## config.mk

```make
export PLATFORM = sky130hd
export DESIGN_NAME = dualwidth_rom_port
export DESIGN_NICKNAME = d
export VERILOG_FILES = /design/src/rtl/romport_pkg.sv /design/src/rtl/romport_ctrl.sv /design/src/rtl/romport_datapath.sv /design/src/rtl/dualwidth_rom_port.sv
export SDC_FILE = /design/constraint.sdc
export NUM_CORES = 1
export LEC_CHECK = 0
export ABC_AREA = 1
export BUFFER_PORTS_ARGS = -buffer_cell sky130_fd_sc_hd__buf_2
export CORE_MARGIN = 3
export CORE_UTILIZATION = 40
export DETAILED_ROUTE_END_ITERATION = 10
export SETUP_SLACK_MARGIN = 0.5
export SLEW_MARGIN = 20
export SYNTH_ARGS = -nofsm -noshare
export SYNTH_HDL_FRONTEND = slang
export SYNTH_SLANG_ARGS = --single-unit
export TNS_END_PERCENT = 20
```

## constraint.sdc

```tcl
create_clock -name clk -period 4.6 [get_ports clk]
set_input_delay 0.23 -clock clk [delete_from_list [all_inputs] [get_ports clk]]
set_output_delay 0.23 -clock clk [all_outputs]
set_load 0.05 [all_outputs]
```

## src/rtl/romport_pkg.sv

```systemverilog
package romport_pkg;
  typedef struct packed {
    logic driveLow;
    logic driveHigh;
    logic sigSel;
    logic upperSel;
  } strobe_t;

  localparam logic [7:0] MFR_CODE = 8'h20;
  localparam logic [7:0] DEV_CODE = 8'hB2;
  localparam int unsigned HASH_MUL = 40503;
endpackage

```

## src/rtl/romport_ctrl.sv

```systemverilog
module romport_ctrl
  import romport_pkg::*;
#(
  parameter int ADDR_W   = 19,
  parameter int ADDR_LAT = 4,
  parameter int OE_LAT   = 1
) (
  input  logic              clk,
  input  logic              rstN,
  input  logic              ceN,
  input  logic              oeN,
  input  logic              wordMode,
  input  logic              sigMode,
  input  logic [ADDR_W-1:0] addr,
  input  logic              byteSel,
  output strobe_t           strobe
);
  localparam int KEY_W = ADDR_W + 3;
  localparam int AC_W  = $clog2(ADDR_LAT + 1);
  localparam int OC_W  = (OE_LAT < 1) ? 1 : $clog2(OE_LAT + 1);
  localparam logic [AC_W-1:0] A_DONE = AC_W'(ADDR_LAT);
  localparam logic [OC_W-1:0] O_DONE = OC_W'(OE_LAT);

  logic [KEY_W-1:0] accessKey, keyQ;
  logic [AC_W-1:0]  aCnt;
  logic [OC_W-1:0]  oCnt;
  logic             keyChanged, ready;

  // Everything that selects which data comes out; byteSel counts only in byte mode
  assign accessKey  = {sigMode, wordMode, addr, (~wordMode) & byteSel};
  assign keyChanged = (accessKey != keyQ);

  always_ff @(posedge clk) begin
    if (!rstN) begin
      keyQ <= '0;
      aCnt <= '0;
      oCnt <= '0;
    end else begin
      keyQ <= accessKey;
      if (ceN)                 aCnt <= '0;
      else if (keyChanged)     aCnt <= AC_W'(1);
      else if (aCnt != A_DONE) aCnt <= aCnt + AC_W'(1);
      if (ceN || oeN)          oCnt <= '0;
      else if (oCnt != O_DONE) oCnt <= oCnt + OC_W'(1);
    end
  end

  assign ready = !ceN && !oeN && !keyChanged && (aCnt == A_DONE) && (oCnt == O_DONE);

  always_comb begin
    strobe.driveLow  = ready;
    strobe.driveHigh = ready && wordMode;
    strobe.sigSel    = sigMode;
    strobe.upperSel  = !wordMode && byteSel;
  end
endmodule

```

## src/rtl/romport_datapath.sv

```systemverilog
module romport_datapath
  import romport_pkg::*;
#(
  parameter int ADDR_W = 19
) (
  input  strobe_t           strobe,
  input  logic [ADDR_W-1:0] addr,
  output logic [15:0]       dataOut
);
  localparam int PROD_W = ADDR_W + 16;

  logic [PROD_W-1:0] prod;
  logic [15:0]       arrayWord;
  logic [7:0]        idCode;
  logic [7:0]        byteVal;
  logic [15:0]       fullWord;

  // Array content is a fixed function of the address instead of stored bits
  assign prod      = PROD_W'(addr) * PROD_W'(HASH_MUL);
  assign arrayWord = prod[15:0] ^ 16'(addr >> 3);
  assign idCode    = addr[0] ? DEV_CODE : MFR_CODE;

  always_comb begin
    fullWord = strobe.sigSel ? {8'h00, idCode} : arrayWord;
    if (strobe.sigSel)        byteVal = idCode;
    else if (strobe.upperSel) byteVal = arrayWord[15:8];
    else                      byteVal = arrayWord[7:0];

    dataOut = '0;
    if (strobe.driveHigh)     dataOut = fullWord;
    else if (strobe.driveLow) dataOut = {8'h00, byteVal};
  end
endmodule

```

## src/rtl/dualwidth_rom_port.sv

```systemverilog
module dualwidth_rom_port
  import romport_pkg::*;
#(
  parameter int ADDR_W   = 19,
  parameter int ADDR_LAT = 4,
  parameter int OE_LAT   = 1
) (
  input  logic              clk,
  input  logic              rstN,
  input  logic              ceN,
  input  logic              oeN,
  input  logic              wordMode,
  input  logic              sigMode,
  input  logic [ADDR_W-1:0] addr,
  input  logic              byteSel,
  output logic [15:0]       dataOut,
  output logic              driveLow,
  output logic              driveHigh
);
  strobe_t strobe;

  romport_ctrl #(.ADDR_W(ADDR_W), .ADDR_LAT(ADDR_LAT), .OE_LAT(OE_LAT)) ctrl (
    .clk(clk), .rstN(rstN), .ceN(ceN), .oeN(oeN), .wordMode(wordMode),
    .sigMode(sigMode), .addr(addr), .byteSel(byteSel), .strobe(strobe)
  );

  romport_datapath #(.ADDR_W(ADDR_W)) dpath (
    .strobe(strobe), .addr(addr), .dataOut(dataOut)
  );

  assign driveLow  = strobe.driveLow;
  assign driveHigh = strobe.driveHigh;
endmodule

```

==> metrics, run 1 <==
pre-CTS setup slack=-0.549 ns; CTS buffer count=3; HP Class=in2reg; Synth top area share=19.7%; FFs w/ async S/R, synth=0%; Distinct cells, synth=42; startpoint types=input pin; post-synth top area cell=fa_1; Post-Syn Area=4370 um^2; Worst-Margin Slew=0.506 ns; final hold slack=0.130 ns; crit path time final=4.84 ns; RSZ-0062 raised after global routing=yes; Area growth syn-to-layout=34.5%; DIE AREA=12,200 um^2; worst vdd ir=0.571 mV; starting density of the core=41.8%; Antenna diodes=0; Site Rows=37; max_slew headroom=66.2%; HPWL after DPL=10,500 um; via count=3,833; IO buf count=43; clock insertion delay at the later pin of the skew report=0.27 ns; max-slew violation count=0; Final Hold Viols=0; Pwr Density=775 nW/um^2; pin count of the biggest net entering global routing=23; IO Count=44; Yosys reg bits=26; H-tree depth=1; Synth Instances=580; worst reg-to-reg setup slack=3.12 ns; Initial DRC Count=162; Via-to-Cell Ratio=4.67; GRT overflow=0; post-DR wirelength/cell=14.8 um; run status=finished, violations left; CTS Buffer Depth=2; final worst path period share=105%; Max FO, Critical Path=3; EDFF count, synth=0; dominant cells by area after synthesis=fa_1 (20%), ha_1 (17%), inv_1 (13%); Min-Delay Startpoint=oeN; critical path endpoint category=output port; GRT Total Usage=20.2%; R2R cell count=7; Die Y=111 um; Seq/Total Area, Yosys=11.9%; PnR worst setup slack=-0.239 ns; DRT antenna net count=0; RR Endpoint=ctrl.aCnt[2]; Pleak=3.14 nW; core area=10,500 um^2; synth warn=0; Net Count, Synth=707; initial antenna violation count=0; worst hold path stage count=2; routability-driven placement congestion ratio=0.910; WS Path Type=in2out; TritonRoute pass-1 iters=4; nets=813; # hold bufs at CTS=0; drt drc=0; post-layout util=56.2%; Post-synth top cells=inv_1 (151), nand2_1 (120), ha_1 (58); failing checks=negative setup slack; Die X-Extent=111 um; Worst Clk Skew=0.00251 ns; most common cell in the synthesized netlist=inv_1; Max Freq=207 MHz; drt total wl=12,200 um; clk slew on worst S/H paths=0.09 ns; first-pass GRT wire length=20,000 um; Avg Cell Area, Syn=7.54 um^2; Clock Sinks=26; RR Startpoint=ctrl.keyQ[7]; share of layout cells above drive strength 1=30.8%; WHS Endpoint=ctrl.oCnt; Crit path arrival time=4.61 ns; Critical Path RT=4.37 ns; CTS tree=built; clock root buffer master=clkbuf_8; vias in the first global route=3,946; Top FF cell, synth=dfxtp_1; final setup vio count=12; Max Cap Viol=0
-- metal layers --
metal  vias to the layer above  wire, um  GRT usage (%)
li1                       1941         -              -
met2                        74      6090           36.0
met5                         -         0              0
met4                         0       190           3.78
met3                        16       434           1.81
met1                      1802      5450           26.9
-- metrics by stage --
step	TNS (ns)	std cells	power, mW	area (um^2)
floorplan	0	580	2.46	4590
global placement	-4.47	813	3.66	5380
detailed placement	-5.14	813	3.71	5380
CTS	-1.55	819	4.36	5790
global route	-4.18	820	5.01	5880
finish	-1.46	820	4.56	5880
-- worst max-delay path, cell delays in order --
cell and delay (ns):
buf_8 0.11, ha_4 0.23, buf_6 0.12, fa_1 0.50, ha_1 0.15, inv_1 0.05
fa_1 0.50, inv_1 0.06, fa_1 0.53, inv_1 0.05, fa_1 0.49, inv_2 0.05
ha_4 0.29, inv_4 0.05, o21ai_2 0.24, a21oi_4 0.06, nand3_4 0.08, xor2_2 0.15
xor2_1 0.20, nor2_1 0.06, o21ai_1 0.17, nand2_2 0.07, buf_8 0.15
-- worst max-delay path by stage --
stage                     depth (start not counted)  slack, ns     start    endpoint
final                                            23      -0.24  addr[10]  dataOut[5]
after global routing                             23      -0.45  addr[10]  dataOut[5]
after CTS                                        19      -0.23  addr[12]  dataOut[6]
after detailed placement                         23      -0.55   addr[9]  dataOut[5]
after global placement                           23      -0.51   addr[9]  dataOut[5]
after floorplan                                  19       0.06   addr[9]  dataOut[6]
-- cells by family after synthesis --
kind of cell               Yosys count  synth area share (%)
and+or+nand+nor                    204                  21.8
DFF                                 26                  11.9
xor gates and xnor gates            46                  9.99
buffers and inverters              169                  15.4
adders and majority gates          101                  36.3
AOI/OAI and AO/OA                   34                  4.61
-- layout by cell type (no fill, tap or decap), drive strengths merged, types with 8 or more instances in the layout --
cell	count
a21oi	19
buf	109
dfxtp	26
fa	43
ha	58
inv	159
nand2	124
nand3	33
nand4	8
nor2	27
o21ai	9
xnor2	20
xor2	26
-- layout make-up --
| type | instances | area (um^2) |
|---|---|---|
| inverters | 161 | 617 |
| multi-input cells | 385 | 3660 |
| well taps | 136 | 170 |
| fillers | 998 | 4580 |
| flip-flops and latches | 26 | 520 |
| repair buffers | 109 | 875 |
| clock buffers | 3 | 41.3 |
-- report_power, final --
group | internal (mW) | switching (mW) | leakage [nW]
clock network | 0.0587 | 0.0700 | 0.0216
logic | 1.98 | 2.20 | 2.90
registers | 0.236 | 0.00543 | 0.216
total | 2.28 | 2.28 | 3.14
-- state kept, by name, indices dropped and copies added, names as in the netlist --
name and cells:
ctrl.keyQ 22, ctrl.oCnt 1, ctrl.aCnt 3
-- what timing repair did --
action                                  4_1_cts  5_1_grt
gates resized for setup                      82       19
buffers inserted                              3        1
endpoints found under the setup margin       16       16
endpoints found under the hold margin         0        0
pin swaps                                    35       19
Power figures use the tool's default switching activity.
==> inputs of run 2 (changes only) <==
Clock period 4.6 ns to 6.1 ns, I/O delays scaled along.
==> metrics, run 2 (synthesized netlist as in run 1, its figures left out) <==
share of layout cells above drive strength 1=14.2%; GRT Total Usage=18.2%; GRT overflow=0; first-pass GRT wire length=18,100 um; via count=3,505; CTS buffer count=3; metal3 WL=380 um; Max FO, Critical Path=6; Critical Path RT=5.79 ns; most frequent cells in the layout=inv_1 (151), nand2_1 (120), ha_1 (55); Max Freq=186 MHz; final hold slack=0.196 ns; nets=748; TritonRoute pass-1 iters=4; DRT antenna net count=0; met2 wire len=4840 um; clk slew on worst S/H paths=0.09 ns; run status=finished clean; Antenna diodes=0; Fillers=1,092; Clock Sinks=26; Site Rows=37; clock root buffer master=clkbuf_8; startpoint types=input pin; commonest non-fill, non-tap cell in the layout=inv_1; HPWL after DPL=9300 um; top flop regs=ctrl.keyQ x22, ctrl.aCnt x3, ctrl.oCnt x1; Max Cap Viol=0; Die X-Extent=111 um; drt total wl=10,700 um; Via-to-Cell Ratio=4.64; CTS Buffer Depth=2; Pwr Density=471 nW/um^2; PnR worst setup slack=0.723 ns; worst hold path stage count=2; Initial DRC Count=214; post-layout util=46.4%; routability-driven placement congestion ratio=0.922; Crit path arrival time=5.07 ns; IO buf count=43; initial antenna violation count=0; final setup vio count=0; max layer used=met4; RSZ-0062 raised after global routing=yes; WHS Endpoint=ctrl.oCnt; pre-CTS setup slack=0.508 ns; worst reg-to-reg setup slack=4.62 ns; HP Class=in2reg; drt drc=0; post-DR wirelength/cell=14.1 um; Die Y=111 um; Final Hold Viols=0; Metal-1 WL=5350 um; H-tree depth=1; DIE AREA=12,200 um^2; critical path endpoint category=output port; IO Count=44; starting density of the core=41.8%; worst vdd ir=0.251 mV; Post-Layout Cell Count=756; Pleak=2.78 nW; WS Path Type=in2out; final worst path period share=88.1%; max_slew headroom=67.9%; crit path time final=5.38 ns; RR Startpoint=ctrl.keyQ[7]; pin count of the biggest net entering global routing=23; RR Endpoint=ctrl.aCnt[1]; R2R cell count=7; register with the most flip-flops=ctrl.keyQ; Worst Clk Skew=0.00556 ns; max FFs per register=22; Worst-Margin Slew=0.479 ns; # hold bufs at CTS=0; CTS tree=built; Area growth syn-to-layout=10.9%; core area=10,500 um^2; vias in the first global route=3,580; max-slew violation count=0; Min-Delay Startpoint=oeN; setup_tns=0 ns; placed cell count=751; clock insertion delay at the later pin of the skew report=0.27 ns
[run 2: changes by cell type in the layout (fill, tap and decap cells not counted), sizes merged]
| cell | before | now |
|---|---|---|
| buf | 109 | 39 |
| clkbuf | 3 | 9 |
[run 2: cell type report]
cell class | instances | area [um^2] | share of cell area, %
multi-input combinational | 385 | 3240 | 66.9
clock buffer | 4 | 55.1 | 1.13
sequential | 26 | 520 | 10.7
timing repair buffer | 44 | 250 | 5.16
tap | 136 | 170 | 3.51
inverter | 161 | 612 | 12.6
[run 2: power by group]
group | total (mW) | leakage (nW) | internal (mW) | switching [mW]
sequential | 0.182 | 0.216 | 0.178 | 0.00395
clock | 0.113 | 0.0288 | 0.0578 | 0.0549
combinational | 1.99 | 2.53 | 0.763 | 1.22
[run 2: critical path: stages]
cell     delay, ns
buf_2         0.17
ha_1          0.39
fa_1          0.51
ha_1          0.33
fa_1          0.47
fa_1          0.55
inv_1         0.06
fa_1          0.53
inv_1         0.04
ha_1          0.34
inv_1         0.12
o21ai_1       0.11
a21oi_1       0.13
nand3_1       0.15
xor2_2        0.19
xor2_1        0.18
nor2_1        0.10
o21ai_1       0.06
nand2_1       0.08
buf_2         0.25
[run 2: what timing repair did]
item,4_1_cts,5_1_grt
setup endpoints to repair,0,6
setup buffers,0,1
resized for setup,0,21
[run 2: worst max-delay path by stage]
stage              from    endpoint  cells after the start
6_report        addr[7]  dataOut[5]                     20
5_1_grt         addr[6]  dataOut[5]                     22
4_1_cts         addr[8]  dataOut[6]                     21
3_5_place_dp    addr[8]  dataOut[6]                     21
3_3_place_gp   addr[10]  dataOut[7]                     23
2_1_floorplan   addr[8]  dataOut[6]                     19
[run 2: through the flow]
step | total power [mW] | area (um^2)
after floorplan | 1.59 | 4370
after global placement | 1.99 | 4700
after detailed placement | 2.01 | 4700
after CTS | 2.13 | 4750
after global routing | 2.60 | 4850
final | 2.28 | 4850
[run 2: metal layers]
metal	GRT usage [%]	up-vias
met5	0	-
met4	2.87	0
met3	2.47	12
met2	29.9	67
met1	26.0	1616
li1	-	1810
